[src/rtl/ssp_pkg.sv]
package ssp_pkg;

    localparam int BUS_W   = 8;
    localparam int FRAME_W = 8;
    localparam int SEL_W   = 2;
    localparam int PRE_W   = (1 << SEL_W) - 1;

    typedef enum logic [1:0] {
        A_CTRL = 2'd0,
        A_DIV  = 2'd1,
        A_DATA = 2'd2,
        A_STAT = 2'd3
    } addr_e;

    // control byte, bit 7 first
    typedef struct packed {
        logic             rx_en;
        logic             tx_en;
        logic             msb_first;
        logic             hs_off;
        logic             hs_rts;
        logic [SEL_W-1:0] src_sel;
        logic             ext_clk;
    } ctrl_t;

    typedef struct packed {
        logic [3:0] rsvd;
        logic       oer;
        logic       ri;
        logic       epty;
        logic       ti;
    } stat_t;

    function automatic logic [PRE_W-1:0] pre_mask(input logic [SEL_W-1:0] sel);
        logic [PRE_W:0] one_hot;
        one_hot = (PRE_W+1)'(1) << sel;
        return PRE_W'(one_hot - 1'b1);
    endfunction

endpackage

[src/rtl/ssp_clkgen.sv]
module ssp_clkgen
    import ssp_pkg::*;
#(
    parameter int SYNC_N = 2
) (
    input  logic             clk,
    input  logic             rst,
    input  logic             ext_clk,
    input  logic [SEL_W-1:0] src_sel,
    input  logic [BUS_W-1:0] div_n,
    input  logic             busy,
    input  logic             sck_i,
    output logic             sck_o,
    output logic             fall_ev,
    output logic             rise_ev
);

    logic [PRE_W-1:0]  pre_cnt;
    logic [BUS_W-1:0]  div_cnt;
    logic              sck_q;
    logic [SYNC_N-1:0] sync_q;
    logic              sck_prev;
    logic              tick;
    logic              div_wrap;
    logic              toggle;
    logic              ext_fall;
    logic              ext_rise;

    assign tick     = (pre_cnt & pre_mask(src_sel)) == pre_mask(src_sel);
    assign div_wrap = (div_cnt == div_n);
    assign toggle   = busy && !ext_clk && tick && div_wrap;

    always_ff @(posedge clk) begin
        if (rst || !busy || ext_clk) begin
            pre_cnt <= '0;
            div_cnt <= '0;
            sck_q   <= 1'b1;
        end else begin
            pre_cnt <= pre_cnt + 1'b1;
            if (tick) begin
                div_cnt <= div_wrap ? '0 : div_cnt + 1'b1;
            end
            if (toggle) begin
                sck_q <= !sck_q;
            end
        end
    end

    // external clock: synchronizer and edge detect
    always_ff @(posedge clk) begin
        if (rst) begin
            sync_q   <= '1;
            sck_prev <= 1'b1;
        end else begin
            sync_q   <= {sync_q[SYNC_N-2:0], sck_i};
            sck_prev <= sync_q[SYNC_N-1];
        end
    end

    assign ext_fall = sck_prev && !sync_q[SYNC_N-1];
    assign ext_rise = !sck_prev && sync_q[SYNC_N-1];

    always_comb begin
        if (ext_clk) begin
            fall_ev = busy && ext_fall;
            rise_ev = busy && ext_rise;
        end else begin
            fall_ev = toggle && sck_q;
            rise_ev = toggle && !sck_q;
        end
    end

    assign sck_o = sck_q;

    AST_SCK_IDLE_HIGH: assert property (@(posedge clk) disable iff (rst) !busy |-> sck_q);
    AST_ONE_EDGE_KIND: assert property (@(posedge clk) disable iff (rst) !(fall_ev && rise_ev));
    AST_EXT_NO_DRIVE: assert property (@(posedge clk) disable iff (rst) ext_clk |=> $stable(sck_q));

endmodule

[src/rtl/ssp_shifter.sv]
module ssp_shifter
    import ssp_pkg::*;
(
    input  logic               clk,
    input  logic               rst,
    input  logic               start,
    input  logic [FRAME_W-1:0] load_data,
    input  logic               msb_first,
    input  logic               fall_ev,
    input  logic               rise_ev,
    input  logic               rxd,
    output logic               txd,
    output logic               busy,
    output logic               done,
    output logic [FRAME_W-1:0] rx_data
);

    localparam int CNT_W = $clog2(FRAME_W);
    localparam logic [CNT_W-1:0] LAST_BIT = CNT_W'(FRAME_W - 1);

    logic [FRAME_W-1:0] tx_sh;
    logic [FRAME_W-1:0] rx_sh;
    logic [CNT_W-1:0]   bit_cnt;
    logic               busy_q;
    logic               done_q;
    logic               txd_q;

    always_ff @(posedge clk) begin
        if (rst) begin
            tx_sh   <= '0;
            rx_sh   <= '0;
            bit_cnt <= '0;
            busy_q  <= 1'b0;
            done_q  <= 1'b0;
            txd_q   <= 1'b1;
        end else begin
            done_q <= 1'b0;
            if (start) begin
                busy_q  <= 1'b1;
                tx_sh   <= load_data;
                rx_sh   <= '0;
                bit_cnt <= '0;
            end else if (busy_q) begin
                if (fall_ev) begin
                    if (msb_first) begin
                        txd_q <= tx_sh[FRAME_W-1];
                        tx_sh <= {tx_sh[FRAME_W-2:0], 1'b0};
                    end else begin
                        txd_q <= tx_sh[0];
                        tx_sh <= {1'b0, tx_sh[FRAME_W-1:1]};
                    end
                end
                if (rise_ev) begin
                    if (msb_first) begin
                        rx_sh <= {rx_sh[FRAME_W-2:0], rxd};
                    end else begin
                        rx_sh <= {rxd, rx_sh[FRAME_W-1:1]};
                    end
                    if (bit_cnt == LAST_BIT) begin
                        busy_q <= 1'b0;
                        done_q <= 1'b1;
                    end else begin
                        bit_cnt <= bit_cnt + 1'b1;
                    end
                end
            end
        end
    end

    assign txd     = txd_q;
    assign busy    = busy_q;
    assign done    = done_q;
    assign rx_data = rx_sh;

    AST_DONE_LEAVES_IDLE: assert property (@(posedge clk) disable iff (rst) done_q |-> !busy_q);
    AST_START_WHEN_IDLE: assert property (@(posedge clk) disable iff (rst) start |-> !busy_q);
    AST_START_GOES_BUSY: assert property (@(posedge clk) disable iff (rst) start |=> busy_q);

endmodule

[src/rtl/ssp_handshake.sv]
module ssp_handshake
    import ssp_pkg::*;
#(
    parameter int SYNC_N = 2
) (
    input  logic clk,
    input  logic rst,
    input  logic hs_off,
    input  logic hs_rts,
    input  logic rx_en,
    input  logic ri,
    input  logic hs_i,
    output logic cts_ok,
    output logic hs_o,
    output logic hs_oe
);

    logic [SYNC_N-1:0] cts_sync;

    always_ff @(posedge clk) begin
        if (rst) begin
            cts_sync <= '1;
        end else begin
            cts_sync <= {cts_sync[SYNC_N-2:0], hs_i};
        end
    end

    assign cts_ok = hs_off || hs_rts || !cts_sync[SYNC_N-1];
    assign hs_oe  = !hs_off && hs_rts;
    assign hs_o   = hs_oe ? !(rx_en && !ri) : 1'b1;

    AST_RTS_HIGH_WHEN_FULL: assert property (@(posedge clk) disable iff (rst) (hs_oe && ri) |-> hs_o);
    AST_HS_OFF_QUIET: assert property (@(posedge clk) disable iff (rst) hs_off |-> (!hs_oe && hs_o && cts_ok));

endmodule

[src/rtl/sync_serial_port.sv]
module sync_serial_port
    import ssp_pkg::*;
#(
    parameter int SYNC_N = 2
) (
    input  logic             clk,
    input  logic             rst,
    input  logic             wr_en,
    input  logic [1:0]       wr_addr,
    input  logic [BUS_W-1:0] wr_data,
    input  logic             rd_en,
    input  logic [1:0]       rd_addr,
    output logic [BUS_W-1:0] rd_data,
    output logic             sck_o,
    output logic             sck_oe,
    input  logic             sck_i,
    output logic             txd,
    input  logic             rxd,
    input  logic             hs_i,
    output logic             hs_o,
    output logic             hs_oe
);

    ctrl_t              ctrl_q;
    logic [BUS_W-1:0]   div_q;
    logic [FRAME_W-1:0] tx_buf;
    logic               tx_full;
    logic [FRAME_W-1:0] rx_buf;
    logic               ri_q;
    logic               oer_q;

    logic               busy;
    logic               done;
    logic [FRAME_W-1:0] rx_data;
    logic               fall_ev;
    logic               rise_ev;
    logic               cts_ok;
    logic               start;
    logic               rx_read;
    stat_t              stat;

    assign start   = ctrl_q.tx_en && tx_full && cts_ok && !busy;
    assign rx_read = rd_en && (addr_e'(rd_addr) == A_DATA);

    // configuration and transmit buffer
    always_ff @(posedge clk) begin
        if (rst) begin
            ctrl_q  <= '0;
            div_q   <= '0;
            tx_buf  <= '0;
            tx_full <= 1'b0;
        end else begin
            if (start) begin
                tx_full <= 1'b0;
            end
            if (wr_en) begin
                case (addr_e'(wr_addr))
                    A_CTRL: ctrl_q <= ctrl_t'(wr_data);
                    A_DIV:  div_q  <= wr_data;
                    A_DATA: begin
                        if (!tx_full) begin
                            tx_buf  <= wr_data;
                            tx_full <= 1'b1;
                        end
                    end
                    default: ;
                endcase
            end
        end
    end

    // receive buffer and its flags
    always_ff @(posedge clk) begin
        if (rst) begin
            rx_buf <= '0;
            ri_q   <= 1'b0;
            oer_q  <= 1'b0;
        end else begin
            if (rx_read) begin
                ri_q  <= 1'b0;
                oer_q <= 1'b0;
            end
            if (done && ctrl_q.rx_en) begin
                if (ri_q && !rx_read) begin
                    oer_q <= 1'b1;
                end else begin
                    rx_buf <= rx_data;
                    ri_q   <= 1'b1;
                end
            end
        end
    end

    always_comb begin
        stat      = '0;
        stat.ti   = !tx_full;
        stat.epty = !busy;
        stat.ri   = ri_q;
        stat.oer  = oer_q;
    end

    always_comb begin
        case (addr_e'(rd_addr))
            A_CTRL:  rd_data = ctrl_q;
            A_DIV:   rd_data = div_q;
            A_DATA:  rd_data = rx_buf;
            default: rd_data = stat;
        endcase
    end

    ssp_clkgen #(.SYNC_N(SYNC_N)) u_clkgen (
        .clk     (clk),
        .rst     (rst),
        .ext_clk (ctrl_q.ext_clk),
        .src_sel (ctrl_q.src_sel),
        .div_n   (div_q),
        .busy    (busy),
        .sck_i   (sck_i),
        .sck_o   (sck_o),
        .fall_ev (fall_ev),
        .rise_ev (rise_ev)
    );

    ssp_shifter u_shifter (
        .clk       (clk),
        .rst       (rst),
        .start     (start),
        .load_data (tx_buf),
        .msb_first (ctrl_q.msb_first),
        .fall_ev   (fall_ev),
        .rise_ev   (rise_ev),
        .rxd       (rxd),
        .txd       (txd),
        .busy      (busy),
        .done      (done),
        .rx_data   (rx_data)
    );

    ssp_handshake #(.SYNC_N(SYNC_N)) u_handshake (
        .clk    (clk),
        .rst    (rst),
        .hs_off (ctrl_q.hs_off),
        .hs_rts (ctrl_q.hs_rts),
        .rx_en  (ctrl_q.rx_en),
        .ri     (ri_q),
        .hs_i   (hs_i),
        .cts_ok (cts_ok),
        .hs_o   (hs_o),
        .hs_oe  (hs_oe)
    );

    assign sck_oe = !ctrl_q.ext_clk;

    AST_OER_IMPLIES_RI: assert property (@(posedge clk) disable iff (rst) oer_q |-> ri_q);
    AST_OVERRUN_HOLDS: assert property (@(posedge clk) disable iff (rst)
        (done && ctrl_q.rx_en && ri_q && !rx_read) |=> (oer_q && $stable(rx_buf)));
    AST_TI_AFTER_START: assert property (@(posedge clk) disable iff (rst) start |=> !tx_full);
    AST_CTS_BLOCKS: assert property (@(posedge clk) disable iff (rst) (!cts_ok && !busy) |=> !busy);
    AST_TE_OFF_IDLE: assert property (@(posedge clk) disable iff (rst) (!ctrl_q.tx_en && !busy) |=> !busy);
    AST_NO_RX_WHEN_OFF: assert property (@(posedge clk) disable iff (rst)
        (!ctrl_q.rx_en && !ri_q) |=> !ri_q);

endmodule

[config.mk]
export PLATFORM = sky130hd
export DESIGN_NAME = sync_serial_port
export DESIGN_NICKNAME = d
export VERILOG_FILES = /design/src/rtl/ssp_pkg.sv /design/src/rtl/ssp_clkgen.sv /design/src/rtl/ssp_shifter.sv /design/src/rtl/ssp_handshake.sv /design/src/rtl/sync_serial_port.sv
export SDC_FILE = /design/constraint.sdc
export NUM_CORES = 1
export LEC_CHECK = 0
export ABC_AREA = 1
export CAP_MARGIN = 30
export CORE_ASPECT_RATIO = 2
export CORE_MARGIN = 3
export CORE_UTILIZATION = 60
export CTS_CLUSTER_SIZE = 8
export DETAILED_ROUTE_END_ITERATION = 8
export DONT_BUFFER_PORTS = 1
export GPL_TIMING_DRIVEN = 0
export HOLD_SLACK_MARGIN = 0.02
export PLACE_DENSITY = 0.87
export SLEW_MARGIN = 5
export SYNTH_ARGS = -nofsm -noshare
export SYNTH_HDL_FRONTEND = slang
export SYNTH_SLANG_ARGS = --single-unit
[constraint.sdc]
create_clock -name clk -period 1.8 [get_ports clk]
set_input_delay 0.27 -clock clk [delete_from_list [all_inputs] [get_ports clk]]
set_output_delay 0.27 -clock clk [all_outputs]
set_load 0.01 [all_outputs]
==> results of run 1 <==
==> synth_stat cells, drive strengths merged <==
cell      n  share of area [%]
nor2     57                6.8
nor4      1               0.19
dfxtp    74                 45
nor3      6               0.91
nand2    88                 10
clkbuf   13                1.5
inv      60                6.8
xnor2     1               0.26
o2111ai   1               0.26
a221oi    2               0.53
or2       5               0.94
o211ai   11                2.5
nor3b     1               0.23
o22ai     1               0.19
xor2      2               0.53
nand3    20                3.2
ha        4                1.5
o21ai    66                 10
a21oi    44                7.0
o21bai    1               0.23
a211oi    1               0.23
buf       2               0.57
nand4     5               0.94
==> power groups by stage <==
stage               sequential, uW  combinational [uW]  clock (uW)
global placement              1730                 198           0
global route                  1690                 246        1370
finish                        1690                 222        1270
floorplan                     1720                 157           0
CTS                           1690                 214        1290
detailed placement            1730                 205           0
==> metal layers <==
metal  GRT usage (%)  wire (um)  vias to the layer above
met5               0          0                        -
li1                -          -                     1565
met1           26.12       2966                     1439
met4           23.84        687                        0
met2           48.62       4322                      134
met3           7.343        564                       51
==> what timing repair did <==
action,in CTS,in global routing
hold buffers,5,1
gates resized for setup,0,9
hold endpoints to repair,4,1
setup endpoints to repair,0,15
==> registers in the layout, indices dropped and copies added (netlist names) <==
register / cells
u_clkgen.sck_prev: 1
u_shifter.busy: 1
tx_buf: 8
u_shifter.tx_sh: 8
u_clkgen.div_cnt: 8
ctrl_q: 8
div_q: 8
u_shifter.done: 1
u_shifter.txd: 1
ri_q: 1
u_clkgen.pre_cnt: 3
u_handshake.cts_sync: 2
u_shifter.bit_cnt: 3
u_shifter.rx_data: 8
u_clkgen.sck_o: 1
rx_buf: 8
u_clkgen.sync_q: 2
oer_q: 1
tx_full: 1
==> cell families after synthesis <==
kind of cell,count (synthesis),share of synthesized area [%]
simple gates,183,23.26
compound gates,127,20.88
buf+inv,75,8.837
flops,74,44.71
fa+ha+maj,4,1.511
xor+xnor,3,0.7932
==> worst reg2reg max path, delay by kind of cell (launching register included) <==
kind	cells	cell delay, ns
AOI/OAI and AO/OA	3	0.47
and+or+nand+nor	4	0.55
buffers and inverters	2	0.23
DFF	1	0.36
==> through the flow <==
step	cell area, sq um	hold slack (ns)
6_report	3657	0.06042
5_1_grt	3657	0.04787
4_1_cts	3637	0.02099
3_5_place_dp	3386	0.3662
3_3_place_gp	3386	0.3632
2_1_floorplan	3313	0.3601
==> worst paths after layout <==
path                                           end  cells after the start  slack (ns)
worst max register to register  u_shifter.tx_sh[0]                      9        0.07
worst min-delay path                     ctrl_q[7]                      2        0.06
worst max-delay path            u_shifter.tx_sh[0]                      9        0.07
worst min register to register  u_clkgen.sync_q[1]                      1        0.42
==> cell type report <==
class	instances	area share (%)
clock buffers	15	5.371
clock inverters	1	0.1368
multi-input cells	317	42.22
repair buffers	6	1.642
plain buffers	15	1.916
inverters	60	6.158
well taps	58	1.984
flip-flops and latches	74	40.57
==> metrics.txt, run 1 <==
Rows=37; H-tree depth=3; Pre-antenna DRT Iters=5; Global Route Usage Sum=28.34%; # port buffers=0; period utilization=96.17%; Worst Setup Path Type=reg2reg; Internal=2429 uW; Final WS setup=0.06902 ns; Syn Inst Count=466; Crit-path slowest cell=dfxtp_1; PD cells=870.0 mW/mm^2; Multi-input gate area=0.001544 sq mm; CTS root buf=clkbuf_8; Worst EP required=2.03 ns; TritonCTS clock tree=yes; Ant. Diodes=0; Synth Net Count=489; initial antenna violation count=0; Ports=32; Finished Layout Cells=546; Achievable Freq=577.7 MHz; first-pass GRT wire length=14.17 mm; DIE HEIGHT=111.1 um; grt ovf=0; Core ar.=0.005231 sq mm; Hold Fails Final Rpt=0; Initial Utilization=63.33%; Die Wd=58.55 um; min Tclk post-route=1.731 ns; max-capacitance violation count=0; status=completed; setup TNS=0 ns; post-synth cell types=31; Worst Tran Pin Value=0.5208 ns; DR WL/cell=15.64 um; worst path cell trace=inv_1, o21bai_1, nand2_2, inv_2, nor2_2, nand3_1, nand3_2, o21ai_0, a21oi_1; placed insts=524; share of cells above drive strength 1=7.992%; Iteration-0 DRC Markers=190; clk_skew=0.006898 ns; critical path launch point=ctrl_q[1]; Fillers=447; TritonCTS buffer count=9; WP data arrival=1.96 ns; Power, Total=3182 uW; Synth Register Bits=74; Ys Warns=0; combinational cell fraction of total power=7.0%; reg2reg start=ctrl_q[1]; launch point of the worst hold path=wr_data[7]; CP bufs+invs=2; Avg Cell Area, Syn=7.110 sq um; post-synthesis sequential area ratio=44.71%; Residual DRC=0; clock power share=39.8%; Pleak=0.001465 uW; HP Class=in2reg; Post-DP HPWL=6.484 mm; Clock Tree Buf Depth=2; sequential share of power=53.2%; Slew Viols, Final=0; Worst-path clk slew=0.07 ns; Antenna Violating Nets Remaining=0; Largest delay share family, worst path=simple AND/OR/NAND/NOR gates; final-report setup violation count=0; Layout Nets=506; Core Util, Final=69.91%; pre-CTS setup slack=0.04485 ns; vias post-DR=3189; most common cell after layout, fill and taps aside=nand2_1; worst-skew pair later-pin latency=0.34 ns; element type at the critical path end=register; Sw Ratio=23.64%; mapped cell area=0.003313 sq mm; clock sinks=74; pin count of the biggest net entering global routing=12; vias per inst=5.841; critical path fanouts, max=10; Psw=752.2 uW; Slew HR=65.16%; Die ar.=0.006504 sq mm; startpoint types=register; most frequent cells in the layout=nand2_1 (86), dfxtp_1 (72), o21ai_0 (65); Area growth, synth to finish=10.39%; register area=0.001484 sq mm; number of post-CTS setup repair buffers=0; vias in the first global route=3304; total wire length=8.541 mm; RSZ-0062 raised after global routing=yes; Max VDD drop=0.0006582 V; gpl congestion=0.9517; delay of the slowest critical-path stage=0.36 ns
No activity file was read; power rests on OpenSTA's default activity.
==> run 2, diff against run 1 <==
Settings changed: SYNTH_HIERARCHICAL set to 1.
==> run 2 against run 1 <==
Effect of this change:
- the flow now finishes with violations (negative setup slack)
- total power increased by 26%
- area after synthesis increased by 10%
- flip-flop and latch count unchanged
- setup slack got worse by 0.29 ns
- sequential power about the same
- die area increased by 9.4%
- non-clock buffer count increased by 2
- count of clock-buffer cells in the layout decreased by 3
- register-to-register slack got worse by 0.29 ns
- critical path type unchanged
- largest power group is now clock
- highest routed layer unchanged
==> metrics.txt, run 2 <==
status=complete, but fails checks; failing checks=negative setup slack; Psw=906.0 uW (+20%); clock sinks=74 (unchanged); Hold Fails Final Rpt=0 (unchanged); Core ar.=0.005807 sq mm (+11%); Initial Utilization=62.90% (-0.44 points); final-report setup violation count=15 (+15); Area growth, synth to finish=18.77%; combinational cell fraction of total power=7.0% (about the same); Syn Inst Count=535 (+15%); Hold Path Depth=1 (-1); worst reg2reg endpoint=u_shifter/rx_data[2]; vias post-DR=3643 (+14%); R2R setup slack=-0.23 ns (-0.29 ns); gpl congestion=0.9360 (-1.6%); initial antenna violation count=0 (unchanged); asr flop ratio synth=0% (unchanged); Multi-input gate area=0.001897 sq mm (+23%); # port buffers=0 (unchanged); Pleak=0.001886 uW (+29%); min Tclk post-route=2.025 ns (+0.2945 ns); DIE HEIGHT=116.3 um (+4.7%); worst-skew pair later-pin latency=0.34 ns (about the same); element type at the critical path end=register; Ys Warns=6 (+6); Avg Cell Area, Syn=6.827 sq um (-4.0%); grt ovf=0 (unchanged); Die Wd=61.17 um (+4.5%); Final WS setup=-0.2255 ns (-0.2945 ns); placed insts=596 (+14%); pre-CTS setup slack=-0.2309 ns (-0.2757 ns); launch point of the worst hold path=hs_i; Clock Tree Buf Depth=2 (unchanged); Worst EP required=2.03 ns (about the same); Ant. Diodes=0 (unchanged); Synth Flop Type=dfxtp_1; share of cells above drive strength 1=19.29% (+11 points); CTS root buf=clkbuf_16; Ports=32 (unchanged); sequential share of power=42.6% (-11 points); period utilization=112.5% (+16 points); register area=0.001516 sq mm (+2.2%); RSZ-0062 raised after global routing=yes; Residual DRC=0 (unchanged); max-capacitance violation count=0 (unchanged); Hold Path End=u_handshake/cts_sync[0]; Post-DP HPWL=6.710 mm (+3.5%); number of flops mapped to enable cells by yosys=0 (unchanged); first-pass GRT wire length=15.21 mm (+7.4%); TritonCTS clock tree=yes; Worst Setup Path Type=reg2reg; Synth area leader=dfxtp_1; mapped cell area=0.003652 sq mm (+10%); Finished Layout Cells=621 (+14%); Core Util, Final=74.70% (+4.8 points); Fillers=393 (-12%); Pre-antenna DRT Iters=6 (+1); vias per inst=5.866 (+0.44%); most common cell after layout, fill and taps aside=nand2_1; Antenna Violating Nets Remaining=0 (unchanged); clk_skew=0.006926 ns (+0.00002797 ns); vias in the first global route=3409 (+3.2%); Internal=3088 uW (+27%); Iteration-0 DRC Markers=345 (+82%); dominant cells by area after synthesis=dfxtp_1 (41%), nand2_1 (14%), nor2_1 (8.2%), inv_1 (7.1%), a21oi_1 (5.6%); worst r2r path cells=12 (+3); Layout Nets=578 (+14%); Worst-path clk slew=0.06 ns (about the same); reg2reg start=u_clkgen/div_cnt[3]; post-synthesis sequential area ratio=40.56% (-4.2 points); HP Class=in2reg; Slew HR=67.50% (+2.3 points); most frequent cells in the layout=nand2_1 (123), nor2_1 (76), inv_1 (66); Max VDD drop=0.0007180 V (+9.1%); Achievable Freq=493.7 MHz (-15%); PD cells=920.6 mW/mm^2 (+5.8%); DR WL/cell=16.78 um (+7.3%); TritonCTS buffer count=9 (unchanged); WP data arrival=2.25 ns (+0.29 ns); Sw Ratio=22.69% (-0.96 points); H-tree depth=3 (unchanged); Rows=39 (+5.4%); Yosys top cell area share=40.56% (-4.2 points); total wire length=10.42 mm (+22%); Synth Register Bits=74 (unchanged); critical path fanouts, max=5 (-5); clock power share=50.4% (+11 points); most frequent cell after synthesis=nand2_1; Global Route Usage Sum=28.89% (+0.54 points); top cells by count, synth=nand2_1 (132), nor2_1 (80), dfxtp_1 (74); post-synth cell types=32 (+3.2%); Slew Viols, Final=0 (unchanged); Worst Tran Pin Value=0.4858 ns (-0.03498 ns); Synth Net Count=558 (+14%); startpoint types=register; pin count of the biggest net entering global routing=13 (+1); Die ar.=0.007116 sq mm (+9.4%)
run 2: cell types whose count changed in the layout (fill, tap and decap cells not counted), sizes merged, moves of 6 or more:
cell,previous run,this run
nand2,88,140
nor2,57,85
o21ai,66,45
buf,2,18
inv,60,75
clkbuf,28,16
nand3,20,31
o211ai,11,5
run 2: stage by stage:
| stage | hold slack, ns | setup TNS (ns) | instance area [sq um] | power [uW] |
|---|---|---|---|---|
| after floorplan | 0.3391 | 0 | 3652 | 1904 |
| after global placement | 0.3427 | -1.500 | 3729 | 1949 |
| after detailed placement | 0.3458 | -2.159 | 3729 | 1958 |
| after CTS | 0.02212 | 0 | 4093 | 3943 |
| after global routing | 0.02516 | -3.860 | 4338 | 4107 |
| final | 0.02578 | -2.226 | 4338 | 3993 |
run 2: kinds of logic after synthesis:
group,Yosys count,synth area share (%)
XOR/XNOR,6,1.439
adder cells (fa/ha/maj),4,1.370
buffers and inverters,90,11.44
AND/OR/NAND/NOR,267,31.38
AO/OA/AOI/OAI,94,13.81
flip-flops,74,40.56
run 2: what timing repair did:
| action | 4_1_cts | 5_1_grt |
|---|---|---|
| setup buffers | 0 | 7 |
| hold buffers | 1 | 0 |
| cloned | 0 | 1 |
| pin swaps | 1 | 13 |
| endpoints found under the hold margin | 6 | 0 |
| resized for setup | 10 | 53 |
| setup endpoints to repair | 21 | 22 |
run 2: critical path, cell delays in order, from the launching register on:
cell and delay (ns):
dfxtp_2 0.36, inv_1 0.08, nand2_1 0.10, nand2_1 0.07, nor2_1 0.27, nand2_1 0.16
nor2_4 0.13, nand3_2 0.12, o21ai_4 0.12, nand2_4 0.11, clkbuf_16 0.17, a21oi_1 0.13
a21oi_1 0.08
run 2: metal layers:
metal / share of wire [%] / global-route usage [%]
met5: 0 / 0
met4: 6.7 / 18.09
met3: 6.8 / 8.850
met2: 52 / 50.28
met1: 35 / 28.16
run 2: area by class of cell:
cell class / count / area share [%]
Buffer: 14 / 2.855
Clock inverter: 4 / 1.673
Tap cell: 61 / 1.759
Inverter: 76 / 6.865
Clock buffer: 12 / 6.144
Timing Repair Buffer: 9 / 2.019
Sequential cell: 74 / 34.96
Multi-Input combinational cell: 371 / 43.73
run 2: worst max path at each step:
stage,endpoint,slack (ns),startpoint,cells after the start
2_1_floorplan,u_shifter/tx_sh[2],0.16,u_clkgen/pre_cnt[0],11
3_3_place_gp,u_shifter/tx_sh[2],-0.18,u_shifter/busy,9
3_5_place_dp,u_shifter/tx_sh[2],-0.23,u_shifter/busy,9
4_1_cts,u_shifter/bit_cnt[2],0.002,u_clkgen/div_cnt[5],13
5_1_grt,u_shifter/rx_data[1],-0.33,u_clkgen/div_cnt[3],13
6_report,u_shifter/rx_data[2],-0.23,u_clkgen/div_cnt[3],12
run 2: power by group through the flow:
stage	Clock (uW)	Sequential, uW	Combinational, uW
floorplan	0	1730	177
global placement	0	1740	213
detailed placement	0	1740	221
CTS	2010	1700	228
global route	2090	1700	309
finish	2010	1700	279
==> run 3, diff against run 2 <==
Settings changed: CORE_MARGIN 3 to unset, GPL_ROUTABILITY_DRIVEN set to 0.
Clock period 1.8 ns to 1.9 ns, I/O delays scaled along.
==> run 3 against run 2 <==
Effect of this change:
- the flow finishes with violations (design-rule violations)
- global-route usage up 0.40 points
- via count is 4.1% lower
- count of clock-buffer cells in the layout down 1
- combinational power shrank 21%
- setup slack better by 0.26 ns
- wire length fell by 13%
- non-clock buffer count fell by 7
- sequential power is 5% lower
- clock power decreased by 25%
- hold slack improved by 0.024 ns
- register-to-register slack better by 0.26 ns
- critical endpoint is now u_shifter/tx_sh[2]
- fmax rose by 8.3%
==> metrics.txt, run 3 (synthesis results as in run 2) <==
Worst EP required=2.13 ns (+0.10 ns); most frequent CP cell=nand2_1; clock sinks=74 (unchanged); worst-skew pair later-pin latency=0.34 ns (about the same); Slew HR=63.73% (-3.8 points); TritonCTS clock tree=yes; pin count of the biggest net entering global routing=12 (-1); startpoint types=register; Core ar.=0.005807 sq mm (unchanged); Pleak=0.001766 uW (-6.4%); Clock Tree Buf Depth=2 (unchanged); pre-CTS setup slack=-0.1441 ns (+0.08672 ns); total wire length=9.093 mm (-13%); critical path fanouts, max=8 (+3); Pre-antenna DRT Iters=7 (+1); Largest delay share family, worst path=simple AND/OR/NAND/NOR gates; Post-DP HPWL=6.430 mm (-4.2%); R2R setup slack=0.03 ns (+0.26 ns); Global Route Usage Sum=29.29% (+0.40 points); cell area after layout=0.004036 sq mm (-7.0%); Iteration-0 DRC Markers=189 (-45%); grt ovf=0 (unchanged); H-tree depth=3 (unchanged); most frequent cells in the layout=nand2_1 (132), nor2_1 (80), inv_1 (69); worst hold slack=0.04961 ns (+0.02383 ns); CP bufs+invs=1 (-1); WP data arrival=2.10 ns (-0.15 ns); Max VDD drop=0.0006750 V (-6.0%); TritonCTS buffer count=9 (unchanged); final-report setup violation count=0 (-15); clk_skew=0.006084 ns (-0.0008422 ns); worst path cell trace=nand2_1, inv_1, nand2_1, a21oi_2, nand3_1, o21ai_2, nand2_4, nand2_2, nand2_1, a21oi_1, nor2_1; status=complete, but fails checks; Core Util, Final=69.51% (-5.2 points); Initial Utilization=62.90% (unchanged); HP Class=in2reg; period utilization=98.41% (-14 points); PD cells=828.4 mW/mm^2 (-10%); Slew Viols, Final=0 (unchanged); delay of the slowest critical-path stage=0.40 ns (+0.04 ns); CTS root buf=clkbuf_16; Layout Nets=571 (-1.2%); Area growth, synth to finish=10.52%; Die ar.=0.006422 sq mm (-9.8%); Worst Tran Pin Value=0.5421 ns (+0.05632 ns); vias in the first global route=3279 (-3.8%); initial antenna violation count=0 (unchanged); # port buffers=0 (unchanged); Hold Fails Final Rpt=0 (unchanged); DIE HEIGHT=112.3 um (-3.4%); DR WL/cell=14.86 um (-11%); Residual DRC=3 (+3); min Tclk post-route=1.870 ns (-0.1557 ns); share of cells above drive strength 1=11.80% (-7.5 points); Rows=39 (unchanged); DP Area=0.003729 sq mm (unchanged); Ant. Diodes=0 (unchanged); failing checks=design-rule violations; Crit-path slowest cell=dfxtp_1; Ports=32 (unchanged); element type at the critical path end=register; Worst Setup Path Type=reg2reg; first-pass GRT wire length=14.36 mm (-5.6%); Final WS setup=0.03022 ns (+0.2557 ns); Worst-path clk slew=0.06 ns (about the same); max-capacitance violation count=0 (unchanged); Antenna Violating Nets Remaining=0 (unchanged); Achievable Freq=534.8 MHz (+8.3%); Die Wd=57.17 um (-6.5%); most common cell after layout, fill and taps aside=nand2_1; Power, Total=3344 uW (-16%); vias per inst=5.709 (-2.7%); vias post-DR=3494 (-4.1%); RSZ-0062 raised after global routing=yes
run 3: cell count changes in the layout (fill, tap and decap cells not counted), sizes merged:
cell	previous run	this run
clkbuf	16	14
buf	18	12
bufinv	2	0
clkinv	2	3
run 3: path summary, 6_finish.rpt:
kind,depth (start not counted),startpoint,end
worst max register to register,11,u_clkgen/pre_cnt[0],u_shifter/tx_sh[2]
worst min register to register,1,u_clkgen/sync_q[0],u_clkgen/sync_q[1]
worst max-delay path,11,u_clkgen/pre_cnt[0],u_shifter/tx_sh[2]
worst min-delay path,1,hs_i,u_handshake/cts_sync[0]
run 3: layout make-up:
| type | count | area, sq um |
|---|---|---|
| well taps | 61 | 76.32 |
| flip-flops and latches | 74 | 1490 |
| plain buffers | 14 | 120.1 |
| clock inverters | 3 | 17.52 |
| inverters | 76 | 297.8 |
| fillers | 474 | 1770 |
| clock buffers | 11 | 242.7 |
| repair buffers | 2 | 17.52 |
| multi-input cells | 371 | 1774 |
run 3: power breakdown:
| group | internal, uW | switching (uW) | total, uW | leakage, uW |
|---|---|---|---|---|
| clock | 899 | 611 | 1510 | 0.000127 |
| combinational | 73.7 | 146 | 220 | 0.00104 |
| sequential | 1590 | 28.0 | 1610 | 0.000604 |
| total | 2560 | 785 | 3340 | 0.00177 |
run 3: metal layers:
layer / up-vias / track usage, % / share of wire (%)
li1: 1704 / - / -
met1: 1602 / 27.28 / 35
met2: 147 / 52.78 / 53
met3: 41 / 9.101 / 6.8
met4: 0 / 19.19 / 5.4
met5: - / 0 / 0
run 3: stage by stage:
step           TNS, ns  cells
2_1_floorplan        0    535
3_3_place_gp   -0.1607    596
3_5_place_dp   -0.7467    596
4_1_cts              0    611
5_1_grt        -0.3921    612
6_report             0    612
run 3: what timing repair did:
item | in CTS | in global routing
gates resized for setup | 4 | 10
endpoints found under the hold margin | 6 | 0
setup buffers | 0 | 1
endpoints found under the setup margin | 12 | 20
hold buffers | 1 | 0
pin swaps | 0 | 1
